--- config.mk ---
export PLATFORM = sky130hd
export DESIGN_NAME = tlc_junction
export DESIGN_NICKNAME = d
export VERILOG_FILES = /design/src/rtl/tlc_pkg.sv /design/src/rtl/tlc_interval_timer.sv /design/src/rtl/tlc_sequencer.sv /design/src/rtl/tlc_lamp_map.sv /design/src/rtl/tlc_junction.sv
export SDC_FILE = /design/constraint.sdc
export NUM_CORES = 1
export LEC_CHECK = 0
export CORE_AREA = 2 2 39 41
export CTS_BUF_LIST = sky130_fd_sc_hd__clkbuf_4 sky130_fd_sc_hd__clkbuf_8
export CTS_CLUSTER_DIAMETER = 100
export CTS_CLUSTER_SIZE = 28
export DETAILED_ROUTE_END_ITERATION = 8
export DIE_AREA = 0 0 41 43
export DONT_BUFFER_PORTS = 1
export SETUP_SLACK_MARGIN = 0.15
export SLEW_MARGIN = 0
export SYNTH_ARGS = -nofsm -noshare
export SYNTH_HDL_FRONTEND = slang
export SYNTH_HIERARCHICAL = 1
export SYNTH_SLANG_ARGS = --single-unit
--- constraint.sdc ---
create_clock -name clk -period 2.09 [get_ports clk]
set_input_delay 0 -clock clk [delete_from_list [all_inputs] [get_ports clk]]
set_output_delay 0 -clock clk [all_outputs]
set_load 0.02 [all_outputs]
--- src/rtl/tlc_pkg.sv ---
package tlc_pkg;

    typedef enum logic {
        PH_MAJOR = 1'b0,
        PH_MINOR = 1'b1
    } phase_t;

    localparam logic [1:0] LAMP_GREEN = 2'b10;
    localparam logic [1:0] LAMP_RED   = 2'b01;

endpackage

--- src/rtl/tlc_interval_timer.sv ---
module tlc_interval_timer #(
    parameter int CNT_W       = 8,
    parameter bit HOLD_ENABLE = 1'b0
) (
    input  logic clk,
    input  logic rst,
    input  logic req,
    output logic timed
);
    localparam logic [CNT_W-1:0] LAST = {CNT_W{1'b1}};

    typedef struct packed {
        logic             busy;
        logic [CNT_W-1:0] cnt;
    } tmr_t;

    tmr_t tmr_d, tmr_q;

    generate
        if (HOLD_ENABLE) begin : g_hold
            // Counts only while the request level is held; clears otherwise.
            always_comb begin
                tmr_d.busy = req;
                tmr_d.cnt  = req ? tmr_q.cnt + 1'b1 : '0;
                timed      = req && tmr_q.busy && (tmr_q.cnt == LAST);
            end
        end else begin : g_pulse
            // A one-cycle start launches a free-running interval.
            always_comb begin
                tmr_d = tmr_q;
                if (!tmr_q.busy) begin
                    tmr_d.cnt = '0;
                    if (req) tmr_d.busy = 1'b1;
                end else begin
                    tmr_d.cnt = tmr_q.cnt + 1'b1;
                    if (tmr_q.cnt == LAST) tmr_d.busy = 1'b0;
                end
                timed = tmr_q.busy && (tmr_q.cnt == LAST);
            end
        end
    endgenerate

    always_ff @(posedge clk) begin
        if (rst) tmr_q <= '0;
        else     tmr_q <= tmr_d;
    end

    AST_TIMED_ONE_CYCLE: assert property (@(posedge clk) disable iff (rst)
        timed |=> !timed);
    AST_TIMED_RESTARTS: assert property (@(posedge clk) disable iff (rst)
        timed |=> (tmr_q.cnt == '0));

endmodule

--- src/rtl/tlc_sequencer.sv ---
module tlc_sequencer
    import tlc_pkg::*;
#(
    parameter bit HOLD_ENABLE = 1'b0
) (
    input  logic   clk,
    input  logic   rst,
    input  logic   car,
    input  logic   timed,
    output logic   req,
    output phase_t phase
);
    typedef struct packed {
        phase_t phase;
    } seq_t;

    seq_t seq_d, seq_q;

    always_comb begin
        seq_d = seq_q;
        unique case (seq_q.phase)
            PH_MAJOR: if (car)   seq_d.phase = PH_MINOR;
            PH_MINOR: if (timed) seq_d.phase = PH_MAJOR;
            default:             seq_d.phase = PH_MAJOR;
        endcase
    end

    generate
        if (HOLD_ENABLE) begin : g_level
            assign req = (seq_q.phase == PH_MINOR);
        end else begin : g_start
            assign req = (seq_q.phase == PH_MAJOR) && car;
        end
    endgenerate

    assign phase = seq_q.phase;

    always_ff @(posedge clk) begin
        if (rst) seq_q.phase <= PH_MAJOR;
        else     seq_q       <= seq_d;
    end

    AST_CAR_GRANTS: assert property (@(posedge clk) disable iff (rst)
        (phase == PH_MAJOR && car) |=> (phase == PH_MINOR));
    AST_MAJOR_WAITS: assert property (@(posedge clk) disable iff (rst)
        (phase == PH_MAJOR && !car) |=> (phase == PH_MAJOR));
    AST_MINOR_HOLDS: assert property (@(posedge clk) disable iff (rst)
        (phase == PH_MINOR && !timed) |=> (phase == PH_MINOR));
    AST_MINOR_ENDS: assert property (@(posedge clk) disable iff (rst)
        (phase == PH_MINOR && timed) |=> (phase == PH_MAJOR));

endmodule

--- src/rtl/tlc_lamp_map.sv ---
module tlc_lamp_map
    import tlc_pkg::*;
(
    input  phase_t      phase,
    output logic [1:0]  major_lamp,
    output logic [1:0]  minor_lamp
);
    always_comb begin
        major_lamp = (phase == PH_MAJOR) ? LAMP_GREEN : LAMP_RED;
        minor_lamp = (phase == PH_MINOR) ? LAMP_GREEN : LAMP_RED;
    end
endmodule

--- src/rtl/tlc_junction.sv ---
module tlc_junction
    import tlc_pkg::*;
#(
    parameter int CNT_W       = 8,
    parameter bit HOLD_ENABLE = 1'b0
) (
    input  logic       clk,
    input  logic       rst,
    input  logic       car_waiting,
    output logic [1:0] major_lamp,
    output logic [1:0] minor_lamp
);
    logic   req;
    logic   timed;
    phase_t phase;

    tlc_sequencer #(.HOLD_ENABLE(HOLD_ENABLE)) seq_i (
        .clk   (clk),
        .rst   (rst),
        .car   (car_waiting),
        .timed (timed),
        .req   (req),
        .phase (phase)
    );

    tlc_interval_timer #(.CNT_W(CNT_W), .HOLD_ENABLE(HOLD_ENABLE)) tmr_i (
        .clk   (clk),
        .rst   (rst),
        .req   (req),
        .timed (timed)
    );

    tlc_lamp_map lamp_i (
        .phase      (phase),
        .major_lamp (major_lamp),
        .minor_lamp (minor_lamp)
    );

    AST_ONE_GREEN: assert property (@(posedge clk) disable iff (rst)
        $onehot({major_lamp == LAMP_GREEN, minor_lamp == LAMP_GREEN}));
    AST_RESET_MAJOR: assert property (@(posedge clk)
        rst |=> (major_lamp == LAMP_GREEN && minor_lamp == LAMP_RED));
    AST_TIMED_ONLY_MINOR: assert property (@(posedge clk) disable iff (rst)
        timed |-> (phase == PH_MINOR));

endmodule

==> metrics.cfg <==
[run_status]
result_of_the_run = finished, final reports clean

[synthesis]
synth_top_cell_area_share_pct = 47.8
synth-xor-area-share_pct = 6.27
post_synth_inst_count = 47
yosys_warnings = 6
synth.yosys.seq_area_share_pct = 47.8
synth_fp_nets = 51
synthAdderAreaFrac_pct = 2.99
synthesized_cell_area_um2 = 419
ys_top_cells_by_count = sky130_fd_sc_hd__dfxtp_1 (10), sky130_fd_sc_hd__nor2_1 (5)
synthSimpleGateAreaFrac_pct = 27.2
synth_mux_area_share_pct = 0
synth.largest_area_cell = sky130_fd_sc_hd__dfxtp_1
async_flop_share_pct = 0
ys_seq_elements = 10
synth_top_flop_cell = sky130_fd_sc_hd__dfxtp_1
synth_top_family_by_area = simple AND/OR/NAND/NOR gates
synthesis.area_per_instance_um2 = 8.92
yosysUniqueCellTypes = 19
synth-compound-area-share_pct = 9.55
synth.most_common_cell = sky130_fd_sc_hd__dfxtp_1
netlist_top_cells_area = sky130_fd_sc_hd__dfxtp_1 (48%), sky130_fd_sc_hd__buf_4 (5.4%), sky130_fd_sc_hd__nor2_1 (4.5%), sky130_fd_sc_hd__or3_1 (4.5%), sky130_fd_sc_hd__xor2_1 (4.2%)
synth_edf_count = 0

[clock_network]
cts-buffers-inserted = 3
cts-root-buf = sky130_fd_sc_hd__clkbuf_4
clock_pin_slew_on_the_worst_setup_and_hold_paths_ns = 0.07
clk_path_buf_depth = 2
cts_hold_buf = 1
post-cts-setup-buffer-count = 0
cts_resized = 0
tritoncts_num_sinks = 10
cts_max_level = 1
cts_tree = built
clk-insertion-delay-late_ns = 0.26

[cells_and_area]
multi_input_comb_area_um2 = 193
syn_to_final_growth_pct = 10.4
num-fill-cells = 147
fraction_of_layout_cells_with_a_size_suffix_above_1_pct = 10.2
fin_cells = 65
seq_area_um2 = 200
num_antenna_cells = 0
layout.nets = 54

[job]
max_cap_violations = 0

[critical_path]
critical_path_required_ns = 2.25
critical_path_class = flop to flop
cp-start-kind = flop
cp.buffers_inverters = 0
worst-path-max-fanout = 3
worst_ep_arrival_time_ns = 1.40
worstPathCellList = ha_1 -> nand2_1 -> nor3_1 -> nor2b_1 -> o21ba_1
worst_setup_path_end_kind = flop
timing.critical_path.max_delay_family = simple AND/OR/NAND/NOR gates
cp_slowest_cell = sky130_fd_sc_hd__dfxtp_1
max_stage_delay_ns = 0.35

[detailed_routing]
via_count = 294
post-route-drc-count = 0
first_pass_iters = 1
count_of_antenna_violating_nets_left_after_detailed_routing = 0
via_per_inst = 4.52
post_drt_wl_per_cell_um = 9.65
routed_wirelength_um = 627
drt_first_iter_violations = 0

[power]
power_density_nw_per_um2 = 853
power.static_leakage_nw = 0.164
vdd_ir_drop_max_mv = 0.399

[floorplan]
floorplan.core_area_um2 = 1380
total_number_of_placement_rows = 14
die_x_um = 41
die-area_um2 = 1760
initial_core_util_pct = 30.3
fp.dieH_um = 43
ioPinCount = 7

[timing]
fin_crit_ns = 1.25
report.final.setup_viol = 0
final_min_period_over_clock_period_pct = 59.6
report.final.hold_viol_count = 0
worstMarginPinSlew_ns = 0.477
rsz0062_at_grt = no
maxSlewViolCount = 0
worst_slack_ns = 0.845
timing.max_slew.rel_slack_pct = 68.2
tns_ns = 0
max_freq_ghz = 0.803
skew_ns = 0.00320

[grt]
vias_in_the_first_global_route = 291
largest_net_degree_at_the_start_of_global_routing = 8
wire_length_of_the_first_global_routing_pass_mm = 1.19
grt_antenna_before_repair = 0
grt_util_all_layers_pct = 10.3
grt_overflow_total = 0

[place]
dp_hpwl_um = 452
place_congestion = 0.729
detailedPlace.worstSlack_ns = 0.855
place.detailed.instances = 60
number_of_buffer_cells_added_on_primary_ports = 0

[worst_hold_path]
hold_path.class = input port to flop

==> cell families after synthesis <==
family          count (synthesis)
buf+inv                         4
simple gates                   22
fa+ha+maj                       1
xor+xnor                        3
compound gates                  7
flops                          10
==> placed cells by master, fill, tap and decap left out <==
cell type / netlist / final
sky130_fd_sc_hd__a21oi_1: 3 / 3
sky130_fd_sc_hd__and2_1: 1 / 1
sky130_fd_sc_hd__clkbuf_4: 0 / 3
sky130_fd_sc_hd__clkbuf_8: 0 / 1
sky130_fd_sc_hd__dfxtp_1: 10 / 10
sky130_fd_sc_hd__dlygate4sd3_1: 0 / 1
sky130_fd_sc_hd__ha_1: 1 / 1
sky130_fd_sc_hd__inv_1: 1 / 1
sky130_fd_sc_hd__nand2_1: 3 / 3
sky130_fd_sc_hd__nand2b_1: 1 / 1
sky130_fd_sc_hd__nand3_1: 3 / 3
sky130_fd_sc_hd__nand4_1: 1 / 1
sky130_fd_sc_hd__nor2_1: 5 / 5
sky130_fd_sc_hd__nor2b_1: 2 / 2
sky130_fd_sc_hd__nor2b_2: 1 / 1
sky130_fd_sc_hd__nor3_1: 2 / 2
sky130_fd_sc_hd__o21ai_0: 3 / 3
sky130_fd_sc_hd__o21ba_1: 1 / 1
sky130_fd_sc_hd__or3_1: 3 / 3
sky130_fd_sc_hd__xnor2_1: 1 / 1
sky130_fd_sc_hd__xor2_1: 2 / 2
==> path summary, 6_finish.rpt <==
kind	from	end	slack (ns)	depth (start not counted)
worst max register to register	tmr_i/tmr_q[0]	seq_i/phase	0.84	5
worst min-delay path	car_waiting	seq_i/phase	0.04	2
worst max-delay path	tmr_i/tmr_q[0]	seq_i/phase	0.84	5
worst min register to register	tmr_i/tmr_q[0]	tmr_i/tmr_q[0]	0.45	1
==> flip-flops by register name (all words and copies together) (netlist names) <==
name	flops
tmr_i/tmr_q	9
seq_i/phase	1
==> worst register-to-register path: stages, from the launching register on <==
cell                      delay, ns
sky130_fd_sc_hd__dfxtp_1       0.35
sky130_fd_sc_hd__ha_1          0.21
sky130_fd_sc_hd__nand2_1       0.09
sky130_fd_sc_hd__nor3_1        0.25
sky130_fd_sc_hd__nor2b_1       0.08
sky130_fd_sc_hd__o21ba_1       0.17
==> power breakdown <==
group	switching, mW	leakage (nW)	internal [mW]
Sequential	0.00860	0.0813	0.195
Clock	0.0671	0.0210	0.106
Combinational	0.0111	0.0613	0.00721
Total	0.0867	0.164	0.308
==> layout make-up <==
type / count / area share [%]
inverter: 1 / 0.811
tap: 16 / 4.32
clock buffer: 4 / 7.84
sequential: 10 / 43.2
timing repair buffer: 1 / 2.16
multi-input combinational: 33 / 41.6
==> through the flow <==
step | hold slack (ns) | total power [mW] | util (%) | area, um2
6_report | 0.0405 | 0.395 | 33.5 | 463
5_1_grt | 0.0514 | 0.414 | 33.5 | 463
4_1_cts | 0.0284 | 0.402 | 33.5 | 463
3_5_place_dp | 0.0845 | 0.225 | 30.1 | 417
3_3_place_gp | 0.0842 | 0.225 | 30.1 | 417
2_1_floorplan | 0.0793 | 0.229 | - | 419
==> per-layer routing <==
metal | wire length, um | up-vias | global-route usage [%]
met5 | 0 | - | 0
met4 | 8 | 0 | 10.0
met3 | 14 | 2 | 3.14
met2 | 292 | 2 | 13.1
met1 | 311 | 131 | 12.7
li1 | - | 159 | -
(Power assumes the default switching activity.)
